<file path="config.mk">
export PLATFORM = sky130hd
export DESIGN_NAME = cpu_entry_seq
export DESIGN_NICKNAME = d
export VERILOG_FILES = /design/src/rtl/entry_seq_pkg.sv /design/src/rtl/entry_nmi_latch.sv /design/src/rtl/entry_arbiter.sv /design/src/rtl/entry_fsm.sv /design/src/rtl/entry_bus_mux.sv /design/src/rtl/cpu_entry_seq.sv
export SDC_FILE = /design/constraint.sdc
export NUM_CORES = 1
export LEC_CHECK = 0
export BUFFER_PORTS_ARGS = -buffer_cell sky130_fd_sc_hd__buf_2
export CORE_MARGIN = 4
export CORE_UTILIZATION = 40
export CTS_CLUSTER_DIAMETER = 50
export DETAILED_ROUTE_END_ITERATION = 8
export GPL_ROUTABILITY_DRIVEN = 0
export PLACE_DENSITY = 0.69
export SYNTH_ARGS = -nofsm -noshare
export SYNTH_HDL_FRONTEND = slang
export SYNTH_SLANG_ARGS = --single-unit
</file>
<file path="constraint.sdc">
create_clock -name clk -period 2.1 [get_ports clk]
set_input_delay 0.21 -clock clk [delete_from_list [all_inputs] [get_ports clk]]
set_output_delay 0.21 -clock clk [all_outputs]
set_load 0.02 [all_outputs]
</file>
<file path="src/rtl/entry_seq_pkg.sv">
package entry_seq_pkg;

  typedef enum logic [2:0] {
    ST_FETCH,
    ST_PAD,
    ST_PUSH_H,
    ST_PUSH_L,
    ST_PUSH_P,
    ST_VEC_L,
    ST_VEC_H,
    ST_LOAD
  } seq_state_t;

  typedef enum logic [2:0] {
    SRC_NONE,
    SRC_RESET,
    SRC_NMI,
    SRC_IRQ,
    SRC_BRK
  } entry_src_t;

endpackage

</file>
<file path="src/rtl/entry_nmi_latch.sv">
module entry_nmi_latch (
  input  logic clk,
  input  logic rst,
  input  logic nmi_n,
  input  logic take,
  output logic pending
);

  logic prev_q;
  logic pend_q;
  logic fall;

  assign fall    = prev_q & ~nmi_n;
  assign pending = pend_q;

  always_ff @(posedge clk) begin
    if (rst) begin
      prev_q <= 1'b1;
      pend_q <= 1'b0;
    end else begin
      prev_q <= nmi_n;
      pend_q <= (pend_q & ~take) | fall;
    end
  end

endmodule

</file>
<file path="src/rtl/entry_arbiter.sv">
module entry_arbiter
  import entry_seq_pkg::*;
(
  input  logic       res_n,
  input  logic       nmi_pend,
  input  logic       irq_n,
  input  logic       irq_masked,
  input  logic       brk_req,
  output entry_src_t choice
);

  always_comb begin
    if (!res_n)                     choice = SRC_RESET;
    else if (nmi_pend)              choice = SRC_NMI;
    else if (!irq_n && !irq_masked) choice = SRC_IRQ;
    else if (brk_req)               choice = SRC_BRK;
    else                            choice = SRC_NONE;
  end

endmodule

</file>
<file path="src/rtl/entry_fsm.sv">
module entry_fsm
  import entry_seq_pkg::*;
#(
  parameter int DATA_W = 8,
  parameter int I_BIT  = 2,
  localparam int ADDR_W = 2 * DATA_W
) (
  input  logic              clk,
  input  logic              rst,
  input  logic              rdy,
  input  entry_src_t        choice,
  input  logic [ADDR_W-1:0] pc_in,
  input  logic [DATA_W-1:0] s_in,
  input  logic [DATA_W-1:0] p_in,
  input  logic [DATA_W-1:0] rdata,
  output seq_state_t        state,
  output entry_src_t        src,
  output logic [ADDR_W-1:0] pc_w,
  output logic [DATA_W-1:0] s_w,
  output logic [DATA_W-1:0] p_w,
  output logic              run_q,
  output logic              take_nmi
);

  localparam logic [ADDR_W-1:0] PC_ONE = ADDR_W'(1);
  localparam logic [DATA_W-1:0] S_ONE  = DATA_W'(1);

  seq_state_t state_q;
  entry_src_t src_q;
  logic [ADDR_W-1:0] pc_q;
  logic [DATA_W-1:0] s_q;
  logic [DATA_W-1:0] p_q;
  logic run_r;
  logic at_boundary;

  assign at_boundary = rdy && (state_q == ST_FETCH);
  assign take_nmi    = at_boundary && (choice == SRC_NMI);

  always_ff @(posedge clk) begin
    if (rst) begin
      state_q <= ST_FETCH;
      src_q   <= SRC_NONE;
      pc_q    <= '0;
      s_q     <= '0;
      p_q     <= '0;
      run_r   <= 1'b0;
    end else begin
      run_r <= 1'b0;
      if (rdy) begin
        unique case (state_q)
          ST_FETCH: begin
            if (choice == SRC_NONE) begin
              run_r <= 1'b1;
            end else begin
              src_q <= choice;
              s_q   <= s_in;
              p_q   <= p_in;
              if (choice == SRC_BRK) begin
                pc_q    <= pc_in + PC_ONE;
                state_q <= ST_PAD;
              end else begin
                pc_q    <= pc_in;
                state_q <= ST_PUSH_H;
              end
            end
          end
          ST_PAD: begin
            pc_q    <= pc_q + PC_ONE;
            state_q <= ST_PUSH_H;
          end
          ST_PUSH_H: begin
            s_q     <= s_q - S_ONE;
            state_q <= ST_PUSH_L;
          end
          ST_PUSH_L: begin
            s_q     <= s_q - S_ONE;
            state_q <= ST_PUSH_P;
          end
          ST_PUSH_P: begin
            s_q        <= s_q - S_ONE;
            p_q[I_BIT] <= 1'b1;
            state_q    <= ST_VEC_L;
          end
          ST_VEC_L: begin
            pc_q[DATA_W-1:0] <= rdata;
            state_q          <= ST_VEC_H;
          end
          ST_VEC_H: begin
            pc_q[ADDR_W-1:DATA_W] <= rdata;
            state_q               <= ST_LOAD;
          end
          ST_LOAD: begin
            state_q <= ST_FETCH;
          end
          default: state_q <= ST_FETCH;
        endcase
      end
    end
  end

  assign state = state_q;
  assign src   = src_q;
  assign pc_w  = pc_q;
  assign s_w   = s_q;
  assign p_w   = p_q;
  assign run_q = run_r;

endmodule

</file>
<file path="src/rtl/entry_bus_mux.sv">
module entry_bus_mux
  import entry_seq_pkg::*;
#(
  parameter int               DATA_W     = 8,
  parameter logic [DATA_W-1:0] STACK_PAGE = 8'h01,
  parameter logic [DATA_W-1:0] VEC_PAGE   = 8'hFF,
  parameter logic [DATA_W-1:0] VEC_RESET  = 8'hFC,
  parameter logic [DATA_W-1:0] VEC_NMI    = 8'hFA,
  parameter logic [DATA_W-1:0] VEC_IRQ    = 8'hFE,
  parameter int               B_BIT      = 4,
  localparam int              ADDR_W     = 2 * DATA_W
) (
  input  seq_state_t        state,
  input  entry_src_t        src,
  input  logic [ADDR_W-1:0] pc_in,
  input  logic [ADDR_W-1:0] pc_w,
  input  logic [DATA_W-1:0] s_w,
  input  logic [DATA_W-1:0] p_w,
  output logic [ADDR_W-1:0] addr,
  output logic [DATA_W-1:0] wdata,
  output logic              rw
);

  logic [DATA_W-1:0] vec_off;
  logic [DATA_W-1:0] stacked_p;
  logic              writes;

  always_comb begin
    unique case (src)
      SRC_RESET: vec_off = VEC_RESET;
      SRC_NMI:   vec_off = VEC_NMI;
      default:   vec_off = VEC_IRQ;
    endcase
  end

  always_comb begin
    stacked_p        = p_w;
    stacked_p[B_BIT] = (src == SRC_BRK);
  end

  assign writes = (src != SRC_RESET);

  always_comb begin
    addr  = pc_w;
    wdata = '0;
    rw    = 1'b1;
    unique case (state)
      ST_FETCH: addr = pc_in;
      ST_PAD:   addr = pc_w;
      ST_PUSH_H: begin
        addr = {STACK_PAGE, s_w};
        if (writes) begin
          rw    = 1'b0;
          wdata = pc_w[ADDR_W-1:DATA_W];
        end
      end
      ST_PUSH_L: begin
        addr = {STACK_PAGE, s_w};
        if (writes) begin
          rw    = 1'b0;
          wdata = pc_w[DATA_W-1:0];
        end
      end
      ST_PUSH_P: begin
        addr = {STACK_PAGE, s_w};
        if (writes) begin
          rw    = 1'b0;
          wdata = stacked_p;
        end
      end
      ST_VEC_L: addr = {VEC_PAGE, vec_off};
      ST_VEC_H: addr = {VEC_PAGE, vec_off | DATA_W'(1)};
      ST_LOAD:  addr = pc_w;
      default:  addr = pc_w;
    endcase
  end

endmodule

</file>
<file path="src/rtl/cpu_entry_seq.sv">
module cpu_entry_seq
  import entry_seq_pkg::*;
#(
  parameter int               DATA_W     = 8,
  parameter logic [DATA_W-1:0] STACK_PAGE = 8'h01,
  parameter logic [DATA_W-1:0] VEC_PAGE   = 8'hFF,
  parameter logic [DATA_W-1:0] VEC_RESET  = 8'hFC,
  parameter logic [DATA_W-1:0] VEC_NMI    = 8'hFA,
  parameter logic [DATA_W-1:0] VEC_IRQ    = 8'hFE,
  parameter int               I_BIT      = 2,
  parameter int               B_BIT      = 4,
  localparam int              ADDR_W     = 2 * DATA_W
) (
  input  logic              clk,
  input  logic              rst,
  input  logic              res_n,
  input  logic              nmi_n,
  input  logic              irq_n,
  input  logic              rdy,
  input  logic              brk_req,
  input  logic [ADDR_W-1:0] pc_in,
  input  logic [DATA_W-1:0] s_in,
  input  logic [DATA_W-1:0] p_in,
  input  logic [DATA_W-1:0] rdata,
  output logic [ADDR_W-1:0] addr,
  output logic [DATA_W-1:0] wdata,
  output logic              rw,
  output logic              sync,
  output logic              run_op,
  output logic              regs_load,
  output logic [ADDR_W-1:0] pc_out,
  output logic [DATA_W-1:0] s_out,
  output logic [DATA_W-1:0] p_out
);

  seq_state_t        state_q;
  entry_src_t        src_q;
  entry_src_t        choice;
  logic              nmi_pend;
  logic              take_nmi;
  logic [ADDR_W-1:0] pc_w;
  logic [DATA_W-1:0] s_w;
  logic [DATA_W-1:0] p_w;
  logic              run_q;

  entry_nmi_latch u_nmi (
    .clk     (clk),
    .rst     (rst),
    .nmi_n   (nmi_n),
    .take    (take_nmi),
    .pending (nmi_pend)
  );

  entry_arbiter u_arb (
    .res_n      (res_n),
    .nmi_pend   (nmi_pend),
    .irq_n      (irq_n),
    .irq_masked (p_in[I_BIT]),
    .brk_req    (brk_req),
    .choice     (choice)
  );

  entry_fsm #(
    .DATA_W (DATA_W),
    .I_BIT  (I_BIT)
  ) u_fsm (
    .clk      (clk),
    .rst      (rst),
    .rdy      (rdy),
    .choice   (choice),
    .pc_in    (pc_in),
    .s_in     (s_in),
    .p_in     (p_in),
    .rdata    (rdata),
    .state    (state_q),
    .src      (src_q),
    .pc_w     (pc_w),
    .s_w      (s_w),
    .p_w      (p_w),
    .run_q    (run_q),
    .take_nmi (take_nmi)
  );

  entry_bus_mux #(
    .DATA_W     (DATA_W),
    .STACK_PAGE (STACK_PAGE),
    .VEC_PAGE   (VEC_PAGE),
    .VEC_RESET  (VEC_RESET),
    .VEC_NMI    (VEC_NMI),
    .VEC_IRQ    (VEC_IRQ),
    .B_BIT      (B_BIT)
  ) u_bus (
    .state (state_q),
    .src   (src_q),
    .pc_in (pc_in),
    .pc_w  (pc_w),
    .s_w   (s_w),
    .p_w   (p_w),
    .addr  (addr),
    .wdata (wdata),
    .rw    (rw)
  );

  assign sync      = (state_q == ST_FETCH);
  assign regs_load = (state_q == ST_LOAD);
  assign run_op    = run_q;
  assign pc_out    = pc_w;
  assign s_out     = s_w;
  assign p_out     = p_w;

endmodule

</file>
==> flow_summary.ini, run 1 <==
[run_status]
outcome = finished, violations left
violations = negative setup slack

[setup_path]
path_cells = inv_4 > ha_4 > nor2b_4 > or2_4 > a222oi_1 > a21oi_1 > buf_4
worstPathMaxFanout = 5
crit_path_start_kind = flop
slowest_stage = dfxtp_4
cp.required_ns = 1.89
path_class = flop to output pin
crit_buf_inv = 2
cpPeakStageDelay_ns = 0.40
endpoint_kind = output pin
arrival_ns = 1.99
crit_family = compound AO/OA/AOI/OAI gates

[sta]
worst_pin_slew_ns = 0.710
fin_skew_ns = 0.00615
finalCritPeriodShare_pct = 105
rsz0062_at_grt = true
tns_ns = -0.323
setup_viol = 11
min_period_ns = 2.20
relSlewSlack_pct = 52.1
finalWorstSetupSlack_ns = -0.0961
final-hold-violation-count = 0
fmax_mhz = 455
slew_violations = 0

[min_path]
hold_path.class = primary input to flop

[clock_network]
cts_tree = yes
clock_latency_ns = 0.31
clk_pin_slew_ns = 0.09
cts_hold_buffers = 0
numCtsBuffers = 5
cts.htree.levels = 2
cts.sinks = 41
root_buffer = clkbuf_8
cts.path.max_buffers = 2

[power]
max-vdd-ir-drop_mv = 0.303
leakagePower_nw = 2.01
p_per_area_nw_per_um2 = 656
power_mw = 3.13

[logic_synthesis]
synth_edf_count = 0
synthFlopType = dfxtp_1
syn_area_per_cell_um2 = 7.05
yosysTopAreaCellShare_pct = 25.1
synth_top_area_cell = dfxtp_1
synthCells = 464
postSynthNetCount = 518
synthArstFlopShare_pct = 0
netlist_area_um2 = 3270
synth_area_leaders = dfxtp_1 (25%), nand2_1 (6.3%), nor2_1 (6.3%)
synth_warnings = 0
ys_types = 61
ys_seq_area_share_pct = 25.1
synth_seq_cells = 41

[layout]
area_growth_pct = 46.1
fin_nets = 665
drive_gt1_share_pct = 39.5
final_common_cell = buf_2
antennaDiodeCount = 0
final_cell_mix = buf_2 (92), buf_4 (66), nand2_1 (53)

[die]
num_io_pins = 107
num_rows = 32
dieArea_um2 = 9680
die_x_um = 98.4
coreArea_um2 = 7850
initial_utilization_pct = 41.7
die_y_um = 98.4

[grt]
grt_pass1_wl_um = 20100
grt_usage_pct = 25.3
antenna_found_initial = 0
grt_pass1_vias = 4002
grt_overflow = 0
grt_max_degree = 27

[placement]
place_ws_ns = 0.00458
portBuffers = 106
hpwl_um = 9590

[route]
drt-wirelength-per-cell_um = 18.0
drt_iter0_drc = 373
routed_wl_um = 12900
ant_nets = 0
drc = 0
vias = 4297
dr.pass1.iters = 6
viasPerCell = 6.02

[flow_run]
drv_cap = 0
[final timing paths]
| path | cells past startpoint | slack [ns] | endpoint | startpoint |
|---|---|---|---|---|
| min | 2 | 0.1 | u_nmi.prev_q$_SDFF_PP1_ | nmi_n |
| max reg2reg | 8 | 0.05 | u_fsm.pc_w[5]$_SDFFE_PP0P_ | u_fsm.state[0]$_SDFFE_PP0P_ |
| max | 7 | -0.1 | addr[2] | u_fsm.state[1]$_SDFFE_PP0P_ |
| min reg2reg | 2 | 0.49 | u_fsm.p_w[6]$_SDFFE_PP0P_ | u_fsm.p_w[6]$_SDFFE_PP0P_ |
[flip-flops by register name (all words and copies together) (netlist names)]
| signal | count |
|---|---|
| u_fsm.p_w | 8 |
| u_fsm.pc_w | 16 |
| u_fsm.run_q | 1 |
| u_fsm.s_w | 8 |
| u_fsm.src | 3 |
| u_fsm.state | 3 |
| u_nmi.pending | 1 |
| u_nmi.prev_q | 1 |
[synth_stat cells (3+ instances only)]
master	n
dfxtp_1	41
nor3_1	17
xor2_1	11
a21oi_1	38
o211ai_1	7
mux2i_1	3
nand3_1	17
nand2_1	55
and2_1	6
nor2_1	55
nor2b_1	5
a41oi_1	3
nor4_1	10
or2_2	3
buf_2	9
clkbuf_1	18
xnor2_1	9
or3_1	3
buf_1	4
a22oi_1	9
a31oi_1	16
a211oi_1	10
nand4_1	8
ha_1	7
nand2b_1	3
a221oi_1	9
inv_1	13
o21a_1	5
o21ai_0	23
nor3b_1	3
[timing repair]
item	CTS	global route
pin swaps	21	13
cloned	0	1
resized for setup	66	25
endpoints found under the hold margin	0	0
endpoints found under the setup margin	25	28
buffers inserted	8	12
[area by class of cell]
| type | instances | area (um^2) |
|---|---|---|
| inverter | 13 | 53.8 |
| multi-input combinational | 378 | 2520 |
| timing repair buffer | 172 | 1120 |
| tap | 102 | 128 |
| clock buffer | 6 | 82.6 |
| fill | 741 | 3070 |
| clock inverter | 2 | 37.5 |
| sequential | 41 | 832 |
[worst reg2reg max path: cells and delay by family (launching register included)]
family	cells	cell delay, ns
adders and majority gates	1	0.18
buffers and inverters	2	0.26
and+or+nand+nor	4	0.96
AOI/OAI and AO/OA	1	0.19
DFF	1	0.39
[through the flow]
step / hold WS [ns] / util [%] / cells / instance area [um^2]
after floorplan: 0.314 / - / 464 / 3300
after global placement: 0.416 / 53.0 / 685 / 4160
after detailed placement: 0.416 / 53.0 / 685 / 4160
after CTS: 0.0981 / 58.3 / 701 / 4570
after global routing: 0.109 / 60.9 / 714 / 4780
final: 0.0985 / 60.9 / 714 / 4780
[per-layer routing]
layer / wire length, um / vias to the layer above / GRT usage [%]
met5: 0 / - / 0
li1: - / 2005 / -
met3: 1140 / 52 / 4.21
met2: 6010 / 250 / 40.9
met4: 468 / 0 / 11.4
met1: 5270 / 1990 / 33.1
[power by group]
group / leakage, nW / internal [mW] / switching, mW
sequential: 0.339 / 0.858 / 0.0996
combinational: 1.62 / 0.619 / 0.866
clock: 0.0574 / 0.387 / 0.304
total: 2.01 / 1.86 / 1.27
[cell families (layout without fill, tap and decap cells)]
logic type | count (synthesis) | in the layout | synth area share [%]
AND/OR/NAND/NOR | 196 | 197 | 28.7
AO/OA/AOI/OAI | 149 | 149 | 30.7
buffers and inverters | 46 | 193 | 5.89
flip-flops | 41 | 41 | 25.1
XOR/XNOR | 20 | 20 | 5.36
adder cells (fa/ha/maj) | 7 | 7 | 2.68
multiplexers | 5 | 5 | 1.61
No activity file was read; power rests on OpenSTA's default activity.
==> run 2: changes to the inputs <==
clock period = 1.95 ns   (was 2.1 ns; I/O delays follow)
==> flow_summary.ini, run 2 (synthesized netlist as in run 1, its figures left out) <==
[die]
die_x_um = 98.4
num_rows = 32
coreArea_um2 = 7850
die_y_um = 98.4
num_io_pins = 107
dieArea_um2 = 9680
initial_utilization_pct = 41.7

[setup_path]
arrival_ns = 1.97
regToRegSetupSlack_ns = -0.01
worstPathMaxFanout = 7
cp.required_ns = 1.75
path_class = flop to output pin
startpoint = u_fsm.state[1]$_SDFFE_PP0P_
timing.rr.start = u_fsm.state[0]$_SDFFE_PP0P_
endpoint_kind = output pin
crit_path_start_kind = flop

[flow_run]
drv_cap = 0

[clock_network]
root_buffer = clkbuf_8
numCtsBuffers = 5
cts_tree = yes
cts.path.max_buffers = 2
cts.htree.levels = 2
cts_hold_buffers = 0
cts.sinks = 41
clk_pin_slew_ns = 0.09
clock_latency_ns = 0.31

[power]
leakagePower_nw = 2.05
p_per_area_nw_per_um2 = 724
max-vdd-ir-drop_mv = 0.362

[sta]
slew_violations = 0
worst_pin_slew_ns = 0.518
finalCritPeriodShare_pct = 111
fmax_mhz = 462
min_period_ns = 2.16
relSlewSlack_pct = 65.4
final-hold-violation-count = 0
fin_skew_ns = 0.0100
setup_viol = 25
finalWorstSetupSlack_ns = -0.214
rsz0062_at_grt = true

[layout]
post-route-cell-area_um2 = 4870
fin_nets = 664
final_cell_mix = buf_2 (96), buf_4 (58), nand2_1 (54)
antennaDiodeCount = 0
largest_reg_flops = 16
utilization_pct = 62.0
drive_gt1_share_pct = 42.2
final_common_cell = buf_2
area_growth_pct = 48.8

[route]
drc = 0
dr.pass1.iters = 6
viasPerCell = 6.12
vias = 4364
routed_wl_um = 13100
ant_nets = 0
drt_iter0_drc = 333
drt-wirelength-per-cell_um = 18.4

[grt]
grt_usage_pct = 25.4
grt_pass1_wl_um = 20200
grt_overflow = 0
grt_max_degree = 30
antenna_found_initial = 0
grt_pass1_vias = 4020

[min_path]
hold_path.class = primary input to flop
hp-start = nmi_n

[run_status]
violations = negative setup slack
outcome = finished, violations left

[placement]
hpwl_um = 9740
portBuffers = 106
placed_cell_area_um2 = 4270
run 2: final timing paths:
kind                                 endpoint  cells past startpoint
setup / recovery                      addr[1]                      7
hold / removal        u_nmi.prev_q$_SDFF_PP1_                      2
setup reg to reg  u_fsm.state[1]$_SDFFE_PP0P_                      8
hold reg to reg     u_fsm.p_w[4]$_SDFFE_PP0P_                      2
run 2: report_power, final:
group          total (mW)  internal (mW)  leakage (nW)  switching [mW]
Clock               0.844          0.509        0.0681           0.335
Combinational        1.64          0.685          1.65           0.956
Sequential           1.03          0.926         0.339           0.109
run 2: layout make-up:
type	count	area, um^2
multi-input cells	377	2590
repair buffers	172	1130
clock buffers	5	68.8
fillers	730	2980
well taps	102	128
flip-flops and latches	41	831
inverters	13	53.8
clock inverters	3	65.1
run 2: timing repair:
action / CTS / global route
cloned: 0 / 0
setup endpoints to repair: 45 / 52
setup buffers: 6 / 9
pin swaps: 17 / 23
resized for setup: 51 / 45
run 2: worst max-delay path, stage by stage (launching register included):
cell and delay (ns):
dfxtp_4 0.40, inv_4 0.05, ha_4 0.15, nor2b_4 0.12
or2_4 0.28, a222oi_1 0.40, a21oi_2 0.11, buf_6 0.14
run 2: through the flow:
| step | TNS (ns) | hold slack (ns) | cells | setup slack (ns) | total power, mW |
|---|---|---|---|---|---|
| global placement | 0 | 0.403 | 691 | 0.00192 | 2.40 |
| detailed placement | -0.539 | 0.400 | 691 | -0.0499 | 2.43 |
| CTS | -3.95 | 0.0802 | 705 | -0.218 | 3.37 |
| floorplan | -0.274 | 0.299 | 464 | -0.0339 | 1.89 |
| global route | -6.08 | 0.0803 | 713 | -0.307 | 3.69 |
| finish | -3.75 | 0.0876 | 713 | -0.214 | 3.52 |
run 2: layer usage:
| metal | vias to the layer above | wire length, um | global-route usage, % |
|---|---|---|---|
| li1 | 2011 | - | - |
| met4 | 0 | 321 | 5.99 |
| met1 | 2068 | 5380 | 33.0 |
| met3 | 46 | 1050 | 6.00 |
| met5 | - | 0 | 0 |
| met2 | 239 | 6360 | 42.7 |
